File: config.mk
export PLATFORM = sky130hd
export DESIGN_NAME = shutdown_wake_ctrl
export DESIGN_NICKNAME = d
export VERILOG_FILES = /design/src/rtl/swc_pkg.sv /design/src/rtl/swc_sync.sv /design/src/rtl/swc_pin_qual.sv /design/src/rtl/shutdown_wake_ctrl.sv
export SDC_FILE = /design/constraint.sdc
export NUM_CORES = 1
export LEC_CHECK = 0
export BUFFER_PORTS_ARGS = -buffer_cell sky130_fd_sc_hd__buf_2
export CORE_MARGIN = 5
export CORE_UTILIZATION = 45
export CTS_CLUSTER_SIZE = 14
export DETAILED_ROUTE_END_ITERATION = 10
export PLACE_DENSITY = 0.6
export SYNTH_ARGS = -nofsm -noshare
export SYNTH_HDL_FRONTEND = slang
export SYNTH_HIERARCHICAL = 1
export SYNTH_SLANG_ARGS = --single-unit
File: constraint.sdc
create_clock -name clk -period 4.9 [get_ports clk]
set_input_delay 0.735 -clock clk [delete_from_list [all_inputs] [get_ports clk]]
set_output_delay 0.735 -clock clk [all_outputs]
set_load 0.05 [all_outputs]
File: src/rtl/swc_pkg.sv
package swc_pkg;
  localparam logic [3:0] OFS_CTRL = 4'h0;
  localparam logic [3:0] OFS_MODE = 4'h4;
  localparam logic [3:0] OFS_STAT = 4'h8;
  localparam logic [3:0] OFS_WUIR = 4'hC;
  localparam logic [7:0] SHDN_KEY = 8'hA5;

  // debounce length in slow-clock cycles for each select code
  function automatic logic [15:0] dbc_cycles(input logic [2:0] code);
    case (code)
      3'd0:    dbc_cycles = 16'd0;
      3'd1:    dbc_cycles = 16'd3;
      3'd2:    dbc_cycles = 16'd32;
      3'd3:    dbc_cycles = 16'd512;
      3'd4:    dbc_cycles = 16'd4096;
      default: dbc_cycles = 16'd32768;
    endcase
  endfunction
endpackage

File: src/rtl/swc_sync.sv
module swc_sync #(
  parameter int W = 16
) (
  input  logic         clk,
  input  logic         rst,
  input  logic [W-1:0] d_async,
  output logic [W-1:0] d_sync
);
  logic [W-1:0] meta_q, out_q;

  always_ff @(posedge clk) begin
    if (rst) begin
      meta_q <= '0;
      out_q  <= '0;
    end else begin
      meta_q <= d_async;
      out_q  <= meta_q;
    end
  end

  assign d_sync = out_q;
endmodule

File: src/rtl/swc_pin_qual.sv
module swc_pin_qual #(
  parameter int CNT_W = 16
) (
  input  logic             clk,
  input  logic             rst,
  input  logic             lvl,
  input  logic             act_high,
  input  logic [CNT_W-1:0] thr,
  output logic             fire
);
  logic             active;
  logic [CNT_W-1:0] cnt_q;

  assign active = act_high ? lvl : ~lvl;

  // run length of the active level, saturating at the threshold
  always_ff @(posedge clk) begin
    if (rst)               cnt_q <= '0;
    else if (!active)      cnt_q <= '0;
    else if (cnt_q < thr)  cnt_q <= cnt_q + 1'b1;
  end

  assign fire = active && (cnt_q >= thr);

  // a nonzero length can only fire after an active cycle already counted
  p_hold_before_fire_r5: assert property (@(posedge clk) disable iff (rst)
    (fire && thr != '0 && $stable(thr)) |-> $past(active));
endmodule

File: src/rtl/shutdown_wake_ctrl.sv
module shutdown_wake_ctrl #(
  parameter int NPINS  = 16,
  parameter int CNT_W  = 16,
  parameter int ADDR_W = 4,
  parameter int DATA_W = 32
) (
  input  logic              clk,
  input  logic              rst,
  input  logic              bus_wr,
  input  logic              bus_rd,
  input  logic [ADDR_W-1:0] bus_addr,
  input  logic [DATA_W-1:0] bus_wdata,
  output logic [DATA_W-1:0] bus_rdata,
  input  logic [NPINS-1:0]  wake_pins,
  input  logic              rtc_alarm,
  input  logic              rtt_alarm,
  output logic              pwr_en
);
  import swc_pkg::*;

  localparam int LVL_LSB = DATA_W / 2;
  localparam int KEY_LSB = DATA_W - 8;
  localparam int DBC_LSB = 24;
  localparam int RTC_EN  = 17;
  localparam int RTT_EN  = 16;

  logic [2:0]       dbc_q;
  logic             rtc_en_q, rtt_en_q;
  logic [NPINS-1:0] pin_en_q, pin_hi_q;
  logic [NPINS-1:0] st_pins_q;
  logic             st_rtc_q, st_rtt_q;
  logic             pwr_q;
  logic [DATA_W-1:0] rdata_q;

  logic [NPINS-1:0] pin_sync, pin_fire, pin_hits;
  logic [CNT_W-1:0] thr;
  logic             wr_ctrl, shdn_cmd, rd_stat, rtc_hit, rtt_hit, wake;

  assign wr_ctrl  = bus_wr && (bus_addr == OFS_CTRL);
  assign shdn_cmd = wr_ctrl && (bus_wdata[KEY_LSB +: 8] == SHDN_KEY) && bus_wdata[0];
  assign rd_stat  = bus_rd && (bus_addr == OFS_STAT);
  assign thr      = CNT_W'(dbc_cycles(dbc_q));

  swc_sync #(.W(NPINS)) u_sync (
    .clk(clk), .rst(rst), .d_async(wake_pins), .d_sync(pin_sync)
  );

  for (genvar i = 0; i < NPINS; i++) begin : g_pin
    swc_pin_qual #(.CNT_W(CNT_W)) u_qual (
      .clk(clk), .rst(rst), .lvl(pin_sync[i]), .act_high(pin_hi_q[i]),
      .thr(thr), .fire(pin_fire[i])
    );
  end

  assign pin_hits = pin_fire & pin_en_q;
  assign rtc_hit  = rtc_en_q && rtc_alarm;
  assign rtt_hit  = rtt_en_q && rtt_alarm;
  assign wake     = !pwr_q && ((|pin_hits) || rtc_hit || rtt_hit);

  // configuration registers
  always_ff @(posedge clk) begin
    if (rst) begin
      dbc_q    <= '0;
      rtc_en_q <= 1'b0;
      rtt_en_q <= 1'b0;
      pin_en_q <= '0;
      pin_hi_q <= '0;
    end else if (bus_wr) begin
      if (bus_addr == OFS_MODE) begin
        dbc_q    <= bus_wdata[DBC_LSB +: 3];
        rtc_en_q <= bus_wdata[RTC_EN];
        rtt_en_q <= bus_wdata[RTT_EN];
      end
      if (bus_addr == OFS_WUIR) begin
        pin_en_q <= bus_wdata[NPINS-1:0];
        pin_hi_q <= bus_wdata[LVL_LSB +: NPINS];
      end
    end
  end

  // power state
  always_ff @(posedge clk) begin
    if (rst)                  pwr_q <= 1'b1;
    else if (pwr_q && shdn_cmd) pwr_q <= 1'b0;
    else if (wake)            pwr_q <= 1'b1;
  end

  // wake cause, cleared on read; a wake in the read cycle survives
  always_ff @(posedge clk) begin
    if (rst) begin
      st_pins_q <= '0;
      st_rtc_q  <= 1'b0;
      st_rtt_q  <= 1'b0;
    end else if (rd_stat) begin
      st_pins_q <= wake ? pin_hits : '0;
      st_rtc_q  <= wake && rtc_hit;
      st_rtt_q  <= wake && rtt_hit;
    end else if (wake) begin
      st_pins_q <= st_pins_q | pin_hits;
      st_rtc_q  <= st_rtc_q | rtc_hit;
      st_rtt_q  <= st_rtt_q | rtt_hit;
    end
  end

  // registered read port
  always_ff @(posedge clk) begin
    if (rst) begin
      rdata_q <= '0;
    end else if (bus_rd) begin
      case (bus_addr)
        OFS_MODE: rdata_q <= {5'b0, dbc_q, 6'b0, rtc_en_q, rtt_en_q, 16'b0};
        OFS_STAT: rdata_q <= {st_pins_q, 10'b0, st_rtc_q, st_rtt_q, 4'b0};
        OFS_WUIR: rdata_q <= {pin_hi_q, pin_en_q};
        default:  rdata_q <= '0;
      endcase
    end
  end

  assign bus_rdata = rdata_q;
  assign pwr_en    = pwr_q;

  p_bad_key_r1: assert property (@(posedge clk) disable iff (rst)
    (bus_wr && bus_addr == OFS_CTRL && bus_wdata[KEY_LSB +: 8] != SHDN_KEY && pwr_en)
    |=> pwr_en);

  p_shutdown_r2: assert property (@(posedge clk) disable iff (rst)
    (bus_wr && bus_addr == OFS_CTRL && bus_wdata[KEY_LSB +: 8] == SHDN_KEY &&
     bus_wdata[0] && pwr_en) |=> !pwr_en);

  p_rise_has_cause_r7: assert property (@(posedge clk) disable iff (rst)
    $rose(pwr_en) |-> ({st_pins_q, st_rtc_q, st_rtt_q} != '0));

  p_no_set_powered_r7: assert property (@(posedge clk) disable iff (rst)
    (pwr_en && {st_pins_q, st_rtc_q, st_rtt_q} == '0) |=>
    ({st_pins_q, st_rtc_q, st_rtt_q} == '0));

  p_clear_on_read_r8: assert property (@(posedge clk) disable iff (rst)
    (bus_rd && bus_addr == OFS_STAT && pwr_en) |=>
    ({st_pins_q, st_rtc_q, st_rtt_q} == '0));

  p_all_disabled_r9: assert property (@(posedge clk) disable iff (rst)
    (!pwr_en && !bus_wr && pin_en_q == '0 && !rtc_en_q && !rtt_en_q) |=> !pwr_en);
endmodule

==> results of run 1 <==
Yosys cell counts, types with 38 or more instances:
master,instances,area [um^2]
nand2_1,390,1460
dfxtp_1,376,7530
inv_1,288,1080
ha_1,272,3400
a21oi_1,267,1340
or3_1,130,813
nor2_1,129,484
o21ai_0,111,556
mux2i_1,100,1000
nand3_1,100,500
nor4_1,73,457
nand4_1,67,419
or4_1,50,375
nor2b_1,38,238
layout make-up:
type	count	area share, %
inverter	288	3.94
multi-input combinational	2354	58.0
sequential	376	27.5
clock inverter	9	0.493
clock buffer	68	4.90
tap	696	3.18
timing repair buffer	102	2.04
placed cells by master (no fill, tap or decap), drive strengths merged, types with 19 or more instances in the layout:
cell type | synthesis | final
a21oi | 283 | 283
and3 | 33 | 33
buf | 39 | 102
clkbuf | 27 | 68
conb | 1 | 160
dfxtp | 376 | 376
ha | 272 | 272
inv | 288 | 288
mux2i | 100 | 100
nand2 | 405 | 405
nand2b | 33 | 33
nand3 | 132 | 132
nand4 | 67 | 67
nand4b | 30 | 30
nor2 | 145 | 145
nor2b | 38 | 38
nor4 | 79 | 79
o21ai | 139 | 139
o31ai | 19 | 19
or2 | 31 | 31
or3 | 144 | 144
or4 | 50 | 50
xnor2 | 31 | 31
per-layer routing:
layer,GRT usage [%],vias up
met2,36.2,392
met5,0,-
met4,5.99,0
met1,27.6,9976
li1,-,10700
met3,3.33,106
state kept, by name, indices dropped and copies added, names as in the netlist, 3 cells and up:
register and flops:
pin_en_q 16, dbc_q 3, st_pins_q 16, u_sync/meta_q 16
u_sync/d_sync 16, g_pin.u_qual/cnt_q 256, pin_hi_q 16, bus_rdata 32
cells by family after synthesis:
group	count (synthesis)	share of synthesized area, %
other cells	1	0.0154
compound gates	527	13.9
simple gates	1242	28.8
xor+xnor	48	1.73
fa+ha+maj	272	14.0
mux	105	4.34
buf+inv	354	6.36
flops	376	30.9
worst max-delay path, delay by kind of cell (launching register included):
| kind | cells | cell delay (ns) |
|---|---|---|
| AND/OR/NAND/NOR | 8 | 1.98 |
| buffers and inverters | 2 | 0.41 |
| AO/OA/AOI/OAI | 3 | 0.71 |
| adder cells (fa/ha/maj) | 1 | 0.31 |
| flip-flops | 1 | 0.46 |
path summary, 6_finish.rpt:
path | from | end | depth (start not counted)
hold reg to reg | u_sync/meta_q[14]$_SDFF_PP0_ | u_sync/d_sync[14]$_SDFF_PP0_ | 1
setup reg to reg | dbc_q[1]$_SDFFE_PP0P_ | pwr_en$_SDFFE_PP1P_ | 14
setup / recovery | dbc_q[1]$_SDFFE_PP0P_ | pwr_en$_SDFFE_PP1P_ | 14
hold / removal | wake_pins[14] | u_sync/meta_q[14]$_SDFF_PP0_ | 2
power groups by stage:
stage          Clock, mW  Sequential, mW  Combinational [mW]
2_1_floorplan          0            3.21               0.402
3_3_place_gp           0            3.22               0.524
3_5_place_dp           0            3.23               0.543
4_1_cts             3.50            3.16               0.547
5_1_grt             3.62            3.17               0.634
6_report            3.41            3.16               0.549
==> summary.txt, run 1 <==
Power
  • Clock power frac: 47.9%
  • Pint: 5.35 mW
  • Total power: 7.11 mW
  • Leak: 10.4 nW
  • Combinational group share of total power: 7.7%
  • Seq pwr share: 44.4%
  • Net load switching power: 1.77 mW
  • Net Sw Frac: 24.8%
  • Pwr per Cell Area: 260 mW/mm^2
  • IR drop worst, VDD: 0.216 mV

Route
  • DR vias/cell: 5.44
  • Met2 WL: 30.4 mm
  • Drt wl/cell: 16.6 um
  • Post-Route M1 WL: 29.6 mm
  • Antenna-violating nets left: 0
  • Top Metal Used: met4
  • Final WL: 64.6 mm
  • Pre-antenna DRT Iters: 7
  • DRC viols: 0
  • Iter 0 DRT Violations: 1123
  • Via count: 21200
  • DR WL met3: 2.79 mm

Logic synthesis
  • Synth Instances: 2925
  • Flops & latches, synth: 376
  • Async S/R FF share, synth: 0%
  • Post-synthesis instance area: 0.0244 mm^2
  • Post-synth EDFFs: 0
  • Netlist cell types: 67
  • Synth Warn #: 6
  • Seq/Total Area, Yosys: 30.9%
  • Most used DFF post-synth: dfxtp_1
  • Syn avg cell area: 8.33 um^2

STA
  • Max_slew headroom: 44.3%
  • Setup TNS: 0 ns
  • Worst hold margin: 0.354 ns
  • Setup violations, final: 0
  • RSZ-0062 raised after global routing: false
  • Crit path time final: 4.00 ns
  • Worst Tran Pin Value: 0.836 ns
  • Final hold vios: 0
  • Clock skew: 0.0302 ns
  • Slew Viols, Final: 0
  • PnR worst setup slack: 0.904 ns
  • Fmax: 250 MHz
  • Crit share post-route: 81.5%

Worst setup path
  • CP arrival: 4.47 ns
  • Worst-path maximum fanout: 23
  • Critical path class: reg -> reg
  • R2R setup slack: 0.90 ns
  • Critical-path cell list: and3b_1 > buf_4 > inv_1 > ha_1 > nand4_1 > nor2_1 > a221oi_2 > nand3_2 > a21oi_1 > nor2_1 > nand2_1 > nand3_1 > nor4_1 > a21oi_1
  • Critical Path End Type: flop
  • Crit path max-delay cell type: and3b_1
  • CP required: 5.37 ns
  • Startpoint type of the worst setup path: flop
  • Slowest stage delay, CP: 0.57 ns

Layout
  • Final net count: 3496
  • Area Growth Syn to Fin: 12.5%
  • Fillers: 5026
  • Multi-input logic area: 0.0159 mm^2
  • Share of cells above drive strength 1: 12.0%
  • Register Area: 0.00753 mm^2
  • Post-Layout Cell Count: 3893
  • Final core occ: 51.0%
  • Diode count: 0
  • Design Area, Final: 0.0274 mm^2

Clock network
  • Clk slew on worst S/H paths: 0.06 ns
  • Clock buffer depth: 3
  • Post-CTS sizing: 0
  • CTS tree: yes
  • CTS buffer count: 44
  • CTS root buf: clkbuf_16
  • H-tree depth: 2
  • Hold buffer count at CTS: 0
  • Post-CTS Repair Setup Buffers: 0
  • Clock sinks: 376
  • Worst-Skew Late Latency: 0.60 ns

Run status
  • Status: finished clean

Placed design
  • Final HPWL DP: 47.0 mm
  • RD Place Congestion: 0.878
  • Place WS: 0.907 ns
  • Buffers on Ports: 90
  • Placed cell area: 0.0259 mm^2
  • Placed Cells: 3816

Floorplan
  • Die area: 0.0589 mm^2
  • Ports: 91
  • Die Span Y: 243 um
  • Row count: 85
  • Die W: 243 um
  • Core ar.: 0.0537 mm^2
  • Starting density of the core: 45.4%

Worst hold path
  • HP Class: in -> reg

Global route
  • Gr usage total: 21.1%
  • Vias in the first global route: 20400
  • GRT Residual Overflow: 0
  • Initial antenna violation count: 1
  • Pin count of the biggest net entering global routing: 89
  • First-pass GRT wire length: 104 mm

Flow run
  • Maxcap violations: 0
No activity file was read; power rests on OpenSTA's default activity.
==> inputs of run 2 (changes only) <==
clock period = 3.8 ns   (was 4.9 ns; I/O delays follow)
==> run 2 against run 1 <==
Effect of this change:
- largest power group unchanged
- die area unchanged
- cell count up 0.33%
- hold slack worse by 0.16 ns
- power up 29%
- largest cell class unchanged
- first-iteration DRC count down 3.4%
- critical path depth unchanged
==> summary.txt, run 2 (synthesized netlist as in run 1, its figures left out) <==
Floorplan
  • Ports: 91
  • Die area: 0.0589 mm^2
  • Starting density of the core: 45.4%
  • Die Span Y: 243 um
  • Die W: 243 um
  • Core ar.: 0.0537 mm^2
  • Row count: 85

Clock network
  • CTS tree: yes
  • H-tree depth: 2
  • Worst-Skew Late Latency: 0.58 ns
  • Clk slew on worst S/H paths: 0.06 ns
  • Clock sinks: 376
  • CTS root buf: clkbuf_16
  • Hold buffer count at CTS: 0
  • CTS buffer count: 44
  • Clock buffer depth: 3

Worst setup path
  • Startpoint type of the worst setup path: flop
  • Worst reg2reg endpoint: pwr_en$_SDFFE_PP1P_
  • Worst-path maximum fanout: 16
  • FF-to-FF path depth: 14
  • CP arrival: 4.01 ns
  • Critical Path End Type: flop
  • Critical path class: reg -> reg
  • R2R setup slack: 0.31 ns
  • Reg-to-Reg Start: dbc_q[2]$_SDFFE_PP0P_
  • CP required: 4.31 ns

STA
  • Slew Viols, Final: 0
  • Worst Tran Pin Value: 1.18 ns
  • Crit share post-route: 91.9%
  • Final hold vios: 0
  • Setup TNS: 0 ns
  • Crit path time final: 3.49 ns
  • RSZ-0062 raised after global routing: false
  • Setup violations, final: 0
  • Fmax: 286 MHz
  • Clock skew: 0.0168 ns
  • Max_slew headroom: 20.9%

Layout
  • Final core occ: 51.2%
  • Register Area: 0.00753 mm^2
  • Diode count: 0
  • Share of cells above drive strength 1: 12.5%
  • Final net count: 3507
  • Most common cell after layout, fill and taps aside: nand2_1
  • Area Growth Syn to Fin: 13.0%
  • Fillers: 5148
  • Multi-input logic area: 0.0159 mm^2
  • Most frequent cells in the layout: 390 x nand2_1, 376 x dfxtp_1, 288 x inv_1, 272 x ha_1, 267 x a21oi_1
  • Largest Register: g_pin.u_qual/cnt_q
  • Max FFs per register: 256

Power
  • Combinational group share of total power: 7.8%
  • Pint: 6.87 mW
  • Net Sw Frac: 25.0%
  • Pwr per Cell Area: 333 mW/mm^2
  • Net load switching power: 2.29 mW
  • IR drop worst, VDD: 0.323 mV
  • Clock power frac: 47.8%
  • Seq pwr share: 44.4%
  • Leak: 10.5 nW

Global route
  • Initial antenna violation count: 0
  • First-pass GRT wire length: 104 mm
  • GRT Residual Overflow: 0
  • Pin count of the biggest net entering global routing: 105
  • Vias in the first global route: 20500
  • Gr usage total: 20.9%

Route
  • Antenna-violating nets left: 0
  • DR vias/cell: 5.43
  • Pre-antenna DRT Iters: 5
  • DRC viols: 0
  • Iter 0 DRT Violations: 1085
  • Via count: 21200
  • Final WL: 63.4 mm
  • Drt wl/cell: 16.2 um

Worst hold path
  • Min-delay src: wake_pins[9]
  • HP Class: in -> reg
  • Hold depth: 2
  • End point of the worst hold path: u_sync/meta_q[9]$_SDFF_PP0_

Placed design
  • Final HPWL DP: 46.6 mm
  • Buffers on Ports: 90
  • RD Place Congestion: 0.854

Run status
  • Status: finished clean

Flow run
  • Maxcap violations: 0
## run 2: cell count changes in the layout (fill, tap and decap cells not counted), moves of 2 or more
cell        change
clkinv_2        +5
clkbuf_8        -3
clkbuf_1        -5
buf_4           +9
inv_6           +3
clkinvlp_4      +2
## run 2: critical path, cell delays in order (launching register included)
cell,delay (ns)
dfxtp_1,0.48
o21a_1,0.30
buf_12,0.21
inv_1,0.06
ha_1,0.34
nand4_1,0.22
nor4_1,0.51
o21ai_2,0.18
nand3_4,0.21
a21oi_1,0.06
nor2_1,0.37
a22oi_1,0.16
nand3_1,0.10
nor4_1,0.05
a21oi_1,0.13
## run 2: power by group through the flow
stage / Combinational, mW / Clock [mW] / Sequential (mW)
after floorplan: 0.518 / 0 / 4.14
after CTS: 0.708 / 4.51 / 4.07
after global routing: 0.820 / 4.68 / 4.08
after detailed placement: 0.703 / 0 / 4.16
final: 0.711 / 4.38 / 4.07
after global placement: 0.679 / 0 / 4.16
## run 2: through the flow
| step | power, mW | hold WS, ns | area [um^2] | instances | setup WS [ns] |
|---|---|---|---|---|---|
| final | 9.17 | 0.193 | 27500 | 3906 | 0.307 |
| after global routing | 9.58 | 0.192 | 27500 | 3906 | 0.0323 |
| after CTS | 9.29 | 0.158 | 27500 | 3903 | 0.174 |
| after detailed placement | 4.86 | 0.420 | 26000 | 3824 | 0.203 |
| after global placement | 4.84 | 0.420 | 26000 | 3824 | 0.324 |
| after floorplan | 4.66 | 0.414 | 25000 | 3084 | 0.287 |
## run 2: how the worst max path moves through the flow
stage / depth (start not counted) / end / startpoint
finish: 14 / pwr_en$_SDFFE_PP1P_ / dbc_q[2]$_SDFFE_PP0P_
CTS: 14 / pwr_en$_SDFFE_PP1P_ / dbc_q[1]$_SDFFE_PP0P_
global placement: 14 / pwr_en$_SDFFE_PP1P_ / dbc_q[1]$_SDFFE_PP0P_
global route: 14 / pwr_en$_SDFFE_PP1P_ / dbc_q[1]$_SDFFE_PP0P_
floorplan: 14 / pwr_en$_SDFFE_PP1P_ / dbc_q[1]$_SDFFE_PP0P_
detailed placement: 14 / pwr_en$_SDFFE_PP1P_ / dbc_q[1]$_SDFFE_PP0P_
## run 2: routing by layer
| layer | up-vias | GRT usage (%) | part of all wire [%] |
|---|---|---|---|
| li1 | 10800 | - | - |
| met1 | 9974 | 27.7 | 47 |
| met2 | 389 | 35.2 | 46 |
| met3 | 97 | 3.48 | 4.5 |
| met4 | 0 | 6.59 | 2.8 |
| met5 | - | 0 | 0 |
## run 2: cell type report
cell class                 instances  share of cell area, %
clock buffer                      59                   4.57
clock inverter                    20                  0.814
inverter                         288                   3.93
multi-input combinational       2354                   57.8
sequential                       376                   27.3
tap                              696                   3.16
timing repair buffer             113                   2.39
## run 2: repair_timing
action,in CTS,in global routing
setup buffers,0,3
gates resized for setup,0,1
endpoints found under the setup margin,0,1
hold endpoints to repair,0,0
